**config.mk**
```make
export PLATFORM = sky130hd
export DESIGN_NAME = arpwm_timer
export DESIGN_NICKNAME = d
export VERILOG_FILES = /design/src/rtl/arpwm_pkg.sv /design/src/rtl/arpwm_clksel.sv /design/src/rtl/arpwm_prescaler.sv /design/src/rtl/arpwm_counter.sv /design/src/rtl/arpwm_timer.sv
export SDC_FILE = /design/constraint.sdc
export NUM_CORES = 1
export LEC_CHECK = 0
export BUFFER_PORTS_ARGS = -buffer_cell sky130_fd_sc_hd__buf_2
export CAP_MARGIN = 20
export CORE_AREA = 2 2 69 71
export CTS_BUF_LIST = sky130_fd_sc_hd__clkbuf_4 sky130_fd_sc_hd__clkbuf_8 sky130_fd_sc_hd__clkbuf_16
export DETAILED_ROUTE_END_ITERATION = 10
export DIE_AREA = 0 0 71 73
export PLACE_DENSITY = 0.71
export SLEW_MARGIN = 0
export SYNTH_ARGS = -nofsm -noshare
export SYNTH_HDL_FRONTEND = slang
export SYNTH_SLANG_ARGS = --single-unit
```
**constraint.sdc**
```tcl
create_clock -name clk -period 4.1 [get_ports clk]
set_input_delay 1.23 -clock clk [delete_from_list [all_inputs] [get_ports clk]]
set_output_delay 1.23 -clock clk [all_outputs]
set_load 0.02 [all_outputs]
```
**src/rtl/arpwm_pkg.sv**
```systemverilog
package arpwm_pkg;

    localparam int unsigned DATA_W = 8;
    localparam int unsigned ADDR_W = 2;

    localparam logic [ADDR_W-1:0] A_CTRL   = 2'd0;
    localparam logic [ADDR_W-1:0] A_CNT    = 2'd1;
    localparam logic [ADDR_W-1:0] A_RELOAD = 2'd2;
    localparam logic [ADDR_W-1:0] A_LEVEL  = 2'd3;

    localparam int unsigned B_SRC   = 7;
    localparam int unsigned B_SELHI = 6;
    localparam int unsigned B_SELLO = 4;
    localparam int unsigned B_RUN   = 3;
    localparam int unsigned B_FORCE = 2;
    localparam int unsigned B_IEN   = 1;
    localparam int unsigned B_FLAG  = 0;

    typedef enum logic {
        TMR_HALT  = 1'b0,
        TMR_COUNT = 1'b1
    } tmr_state_e;

endpackage

```
**src/rtl/arpwm_clksel.sv**
```systemverilog
module arpwm_clksel #(
    parameter int unsigned SYNC_STAGES = 2
) (
    input  logic clk,
    input  logic rst_n,
    input  logic ext_clk,
    input  logic use_ext,
    output logic in_tick
);
    localparam int unsigned SH_W = SYNC_STAGES + 1;

    logic [SH_W-1:0] sh_q;
    logic            rise;

    always_ff @(posedge clk or negedge rst_n) begin
        if (!rst_n) begin
            sh_q <= '0;
        end else begin
            sh_q <= {sh_q[SH_W-2:0], ext_clk};
        end
    end

    always_comb begin
        rise    = sh_q[SYNC_STAGES-1] & ~sh_q[SYNC_STAGES];
        in_tick = use_ext ? rise : 1'b1;
    end


    ext_single_chk: assert property (@(posedge clk) disable iff (!rst_n)
        rise |=> !rise);

endmodule

```
**src/rtl/arpwm_prescaler.sv**
```systemverilog
module arpwm_prescaler #(
    parameter int unsigned PRE_W = 7,
    parameter int unsigned SEL_W = 3
) (
    input  logic             clk,
    input  logic             rst_n,
    input  logic             run,
    input  logic             clr,
    input  logic             in_tick,
    input  logic [SEL_W-1:0] sel,
    output logic             tick
);
    logic [PRE_W-1:0] pre_q;
    logic [PRE_W-1:0] mask;

    always_comb begin
        for (int i = 0; i < PRE_W; i++) begin
            mask[i] = (i < int'(sel));
        end
        tick = run & in_tick & ((pre_q & mask) == mask);
    end

    always_ff @(posedge clk or negedge rst_n) begin
        if (!rst_n) begin
            pre_q <= '0;
        end else if (clr) begin
            pre_q <= '0;
        end else if (run && in_tick) begin
            pre_q <= pre_q + 1'b1;
        end
    end


    prsc_hold_chk: assert property (@(posedge clk) disable iff (!rst_n)
        (!run && !clr) |=> $stable(pre_q));


    prsc_clr_chk: assert property (@(posedge clk) disable iff (!rst_n)
        clr |=> (pre_q == '0));

endmodule

```
**src/rtl/arpwm_counter.sv**
```systemverilog
module arpwm_counter #(
    parameter int unsigned W = 8
) (
    input  logic         clk,
    input  logic         rst_n,
    input  logic         step,
    input  logic         wr_en,
    input  logic [W-1:0] wr_val,
    input  logic         ld_en,
    input  logic [W-1:0] reload,
    output logic [W-1:0] cnt,
    output logic         ovf
);
    logic at_top;

    always_comb begin
        at_top = (cnt == {W{1'b1}});
        ovf    = step & ~wr_en & ~ld_en & at_top;
    end

    always_ff @(posedge clk or negedge rst_n) begin
        if (!rst_n) begin
            cnt <= '0;
        end else if (wr_en) begin
            cnt <= wr_val;
        end else if (ld_en) begin
            cnt <= reload;
        end else if (step) begin
            cnt <= at_top ? reload : cnt + 1'b1;
        end
    end


    wrap_reload_chk: assert property (@(posedge clk) disable iff (!rst_n)
        ovf |=> (cnt == $past(reload)));


    acc_wr_chk: assert property (@(posedge clk) disable iff (!rst_n)
        wr_en |=> (cnt == $past(wr_val)));


    cnt_hold_chk: assert property (@(posedge clk) disable iff (!rst_n)
        (!step && !wr_en && !ld_en) |=> $stable(cnt));

endmodule

```
**src/rtl/arpwm_timer.sv**
```systemverilog
module arpwm_timer
    import arpwm_pkg::*;
#(
    parameter int unsigned PRE_W       = 7,
    parameter int unsigned SYNC_STAGES = 2
) (
    input  logic              clk,
    input  logic              rst_n,
    input  logic              ext_clk,
    input  logic [ADDR_W-1:0] bus_addr,
    input  logic              bus_wr,
    input  logic              bus_rd,
    input  logic [DATA_W-1:0] bus_wdata,
    output logic [DATA_W-1:0] bus_rdata,
    output logic              irq,
    output logic              pwm_out
);
    localparam int unsigned SEL_W = $clog2(PRE_W + 1);

    tmr_state_e        state_q, state_d;
    logic              run;
    logic              src_ext;
    logic [SEL_W-1:0]  div_sel;
    logic              ien;
    logic              flag;
    logic              level;
    logic [DATA_W-1:0] reload_q;
    logic [DATA_W-1:0] cnt;
    logic              ovf;
    logic              in_tick;
    logic              step;
    logic              wr_ctrl, wr_cnt, wr_reload, wr_level, rd_ctrl, force_ld;

    always_comb begin
        wr_ctrl   = bus_wr & (bus_addr == A_CTRL);
        wr_cnt    = bus_wr & (bus_addr == A_CNT);
        wr_reload = bus_wr & (bus_addr == A_RELOAD);
        wr_level  = bus_wr & (bus_addr == A_LEVEL);
        rd_ctrl   = bus_rd & (bus_addr == A_CTRL);
        force_ld  = wr_ctrl & bus_wdata[B_FORCE];
    end

    // state register
    always_ff @(posedge clk or negedge rst_n) begin
        if (!rst_n) begin
            state_q <= TMR_HALT;
        end else begin
            state_q <= state_d;
        end
    end

    // next state
    always_comb begin
        state_d = state_q;
        unique case (state_q)
            TMR_HALT:  if (wr_ctrl && bus_wdata[B_RUN])  state_d = TMR_COUNT;
            TMR_COUNT: if (wr_ctrl && !bus_wdata[B_RUN]) state_d = TMR_HALT;
            default:   state_d = TMR_HALT;
        endcase
    end

    // outputs of the state machine
    always_comb begin
        unique case (state_q)
            TMR_COUNT: run = 1'b1;
            default:   run = 1'b0;
        endcase
    end

    always_ff @(posedge clk or negedge rst_n) begin
        if (!rst_n) begin
            src_ext  <= 1'b0;
            div_sel  <= '0;
            ien      <= 1'b0;
            reload_q <= '0;
            level    <= 1'b0;
        end else begin
            if (wr_ctrl) begin
                src_ext <= bus_wdata[B_SRC];
                div_sel <= bus_wdata[B_SELHI:B_SELLO];
                ien     <= bus_wdata[B_IEN];
            end
            if (wr_reload) reload_q <= bus_wdata;
            if (wr_level)  level    <= bus_wdata[0];
        end
    end

    always_ff @(posedge clk or negedge rst_n) begin
        if (!rst_n) begin
            flag    <= 1'b0;
            pwm_out <= 1'b0;
        end else begin
            if (ovf)          flag <= 1'b1;
            else if (rd_ctrl) flag <= 1'b0;
            if (ovf)          pwm_out <= level;
        end
    end

    always_comb begin
        irq = flag & ien;
        unique case (bus_addr)
            A_CTRL:   bus_rdata = {src_ext, div_sel, run, 1'b0, ien, flag};
            A_CNT:    bus_rdata = cnt;
            A_RELOAD: bus_rdata = reload_q;
            default:  bus_rdata = {{(DATA_W-1){1'b0}}, level};
        endcase
    end

    arpwm_clksel #(.SYNC_STAGES(SYNC_STAGES)) u_clksel (
        .clk     (clk),
        .rst_n   (rst_n),
        .ext_clk (ext_clk),
        .use_ext (src_ext),
        .in_tick (in_tick)
    );

    arpwm_prescaler #(.PRE_W(PRE_W), .SEL_W(SEL_W)) u_prescaler (
        .clk     (clk),
        .rst_n   (rst_n),
        .run     (run),
        .clr     (force_ld),
        .in_tick (in_tick),
        .sel     (div_sel),
        .tick    (step)
    );

    arpwm_counter #(.W(DATA_W)) u_counter (
        .clk    (clk),
        .rst_n  (rst_n),
        .step   (step),
        .wr_en  (wr_cnt),
        .wr_val (bus_wdata),
        .ld_en  (force_ld),
        .reload (reload_q),
        .cnt    (cnt),
        .ovf    (ovf)
    );


    flag_set_chk: assert property (@(posedge clk) disable iff (!rst_n)
        ovf |=> flag);


    flag_clr_chk: assert property (@(posedge clk) disable iff (!rst_n)
        (rd_ctrl && !ovf) |=> !flag);


    irq_hold_chk: assert property (@(posedge clk) disable iff (!rst_n)
        (irq && !rd_ctrl && !wr_ctrl) |=> irq);


    pwm_lvl_chk: assert property (@(posedge clk) disable iff (!rst_n)
        ovf |=> (pwm_out == $past(level)));


    pwm_hold_chk: assert property (@(posedge clk) disable iff (!rst_n)
        !ovf |=> $stable(pwm_out));


    fsm_keep_chk: assert property (@(posedge clk) disable iff (!rst_n)
        !wr_ctrl |=> $stable(state_q));

endmodule

```
==> results.yml <==
yosys:
  ys.flop_type: "dfrtp_1"
  synth_edf_count: 0
  synth_area_um2: 1942
  ys_async_sr_fraction: 1.000
  synth-simple-area-share: 0.1778
  synth_top_family_by_area: "simple AND/OR/NAND/NOR gates"
  syn_nets: 204
  synthMuxAreaShare: 0.1688
  syn_inst: 187
  synth_cell_types: 45
  synth-compound-area-share: 0.1418
  synth_seq_cells: 35
  synth-xor-area-share: 0.03608
  synth.avg_cell_area_um2: 10.38
  ys_seq_area_frac: 0.4510
  synth_fa_ha_area_frac: 0.01289
  yosysWarnings: 0
detailed_routing:
  vias_per_cell: 5.833
  detail-route-antenna-nets: 0
  drcViolationCount: 0
  drt_iter0_drc: 124
  avgRoutedWirePerCell_um: 16.26
  via_count: 1575
  wl_um: 4390
  dr.pass1.iters: 4
clock_tree:
  path_clk_slew_ps: 60
  cts.sinks: 35
  cts-hold-fix-buffers: 0
  cts-buffers-inserted: 5
  insertion_delay_ps: 290
  cts.root.buffer_cell: "clkbuf_8"
  cts_tree: "done"
  cts_resized: 0
  cts_buffer_depth: 2
  htreeDepth: 2
  post_cts_buffers: 0
power:
  p_leak_nw: 1.001
  power_mw: 1.133
  p_per_area_nw_per_um2: 509.9
  peakVddDrop_v: 0.0002603
timing:
  layout_setup_ws_ps: 682.3
  setup_tns_ps: 0
  clock_skew_ps: 7.652
  setup_viol: 0
  period_share: 0.8336
  maxSlewViolCount: 0
  rsz0062_at_grt: "no"
  hold_violations: 0
  tightest_slew_ps: 786.8
  fmaxAchievable_mhz: 292.6
  relSlewSlack: 0.4754
  layout_min_cycle_time_ps: 3418
layout:
  fin_cells: 270
  regArea_um2: 875.8
  drive_above_1_share: 0.2731
  fin_nets: 233
  multiInputGateArea_um2: 1044
  fin_util: 0.4897
  syn_to_final_growth_pct: 14.37
  fill_cells: 427
  antenna-diode-count: 0
setup_path:
  arrival_ps: 2190
  cp.required_ps: 2870
  crit_type: "in2out"
  crit_chain: "buf_2 > nor2b_1 > buf_4 > nand2_1 > o21ai_0 > buf_2"
  path_max_fanout: 5
  rr_endpoint: "u_counter.cnt[4]$_DFFE_PN0P_"
  cp-startpoint: "bus_addr[0]"
  cp_slowest_cell: "nor2b_1"
  worst-path-buf-inv: 3
  slowest_delay_ps: 280
  r2r_start: "u_counter.cnt[0]$_DFFE_PN0P_"
  endpoint_kind: "output pin"
  crit_family: "buffers and inverters"
  cp_common_cell: "buf_2"
  cp-start-kind: "primary input"
  reg2regPathDepth: 6
  rrSetupSlack_ps: 2000
place:
  dpl.hpwl_um: 3147
  gp_congestion: 0.8563
  dp.cells: 263
  numPortBuffers: 24
  pre_cts_ws_ps: 692.0
floorplan:
  die_y_um: 73
  dieArea_um2: 5183
  die_w_um: 71
  io_pins: 25
  coreArea_um2: 4536
  rows: 25
  initial_utilization: 0.4281
global_routing:
  grt_use_total: 0.1939
  grt_start_max_net_pins: 36
  grt-ovfl-total: 0
  antenna_found_initial: 0
  grt_pass1_wl_um: 7514
  grt_pass1_vias: 1535
hold_path:
  whs_endpoint: "u_clksel.sh_q[1]$_DFF_PN0_"
  min_path_type: "reg2reg"
  min-delay-start: "u_clksel.sh_q[0]$_DFF_PN0_"
  hold_depth: 0
job:
  drv_cap: 0
run_status:
  status: "complete, no violations"
[where the power goes]
part           switching (mW)  total, mW  leakage [nW]  internal, mW
Combinational           0.179      0.348         0.535         0.169
Sequential              0.107      0.534         0.419         0.427
Clock                   0.118      0.250        0.0470         0.132
Total                   0.405       1.13          1.00         0.728
[Yosys cell counts (3+ instances only)]
library cell | n | area [um^2]
xnor2_1 | 3 | 26.28
and2_1 | 3 | 18.77
xor2_1 | 5 | 43.79
a211oi_1 | 4 | 30.03
clkbuf_1 | 4 | 15.01
dfrtp_1 | 35 | 875.8
nand2_1 | 18 | 67.56
nand4_1 | 6 | 37.54
and3_1 | 3 | 18.77
nor2_1 | 17 | 63.81
mux2i_1 | 8 | 80.08
o211ai_1 | 5 | 37.54
nand3_1 | 7 | 35.03
mux2_2 | 19 | 214.0
o21ai_0 | 12 | 60.06
[worst max path at each step]
| stage | endpoint | slack, ps | cells after the start |
|---|---|---|---|
| 2_1_floorplan | bus_rdata[1] | 660 | 3 |
| 3_3_place_gp | bus_rdata[5] | 690 | 6 |
| 3_5_place_dp | bus_rdata[5] | 690 | 6 |
| 4_1_cts | bus_rdata[5] | 690 | 6 |
| 5_1_grt | bus_rdata[5] | 550 | 6 |
| 6_report | bus_rdata[5] | 680 | 6 |
[state kept, by name, indices dropped and copies added, names as in the netlist, named ones only]
signal and flops:
reload_q 8, div_sel 3, level 1, src_ext 1
ien 1, u_prescaler.pre_q 7, flag 1, u_counter.cnt 8
u_clksel.sh_q 3, pwm_out 1
[layer usage]
| layer | part of all wire | up-vias | global-route usage |
|---|---|---|---|
| met5 | 0 | - | 0 |
| li1 | - | 753 | - |
| met1 | 0.47 | 764 | 0.2606 |
| met2 | 0.45 | 44 | 0.2856 |
| met3 | 0.049 | 14 | 0.04558 |
| met4 | 0.031 | 0 | 0.1153 |
[cell usage in the layout, fill, tap and decap left out, types with 2 or more instances in the layout]
master | synthesis | routed
mux2_2 | 19 | 19
a21o_1 | 2 | 2
and2_1 | 3 | 3
buf_4 | 0 | 3
nand3_1 | 7 | 7
and3_1 | 3 | 3
o21ai_0 | 12 | 12
nor2b_1 | 2 | 2
clkbuf_8 | 0 | 6
nor2_1 | 17 | 17
dfrtp_1 | 35 | 35
mux2i_1 | 8 | 8
or3_1 | 2 | 2
nand2_1 | 18 | 18
a211oi_1 | 4 | 4
xor2_1 | 5 | 5
nand3b_1 | 2 | 2
o221ai_1 | 2 | 2
xnor2_1 | 3 | 3
nand2b_1 | 2 | 2
buf_2 | 0 | 24
ha_1 | 2 | 2
a31oi_1 | 2 | 2
nand4_1 | 6 | 6
o211ai_1 | 5 | 5
[metrics by stage]
step,hold slack (ps),cell area (um^2)
global route,355.6,2221
floorplan,331.2,1942
CTS,353.6,2221
global placement,335.1,2133
detailed placement,338.1,2133
finish,348.6,2221
[cells by family (layout without fill, tap and decap cells)]
| family | count (synthesis) | after routing |
|---|---|---|
| compound gates | 39 | 39 |
| xor+xnor | 8 | 8 |
| fa+ha+maj | 2 | 2 |
| buf+inv | 6 | 35 |
| flops | 35 | 35 |
| mux | 29 | 29 |
| simple gates | 68 | 68 |
[final cells by class]
cell class	instances	share of cell area
clock inverter	1	0.002254
sequential	35	0.3944
multi-input combinational	146	0.4699
timing repair buffer	27	0.06423
inverter	1	0.001690
clock buffer	6	0.03718
tap	54	0.03042
Power figures use the tool's default switching activity.
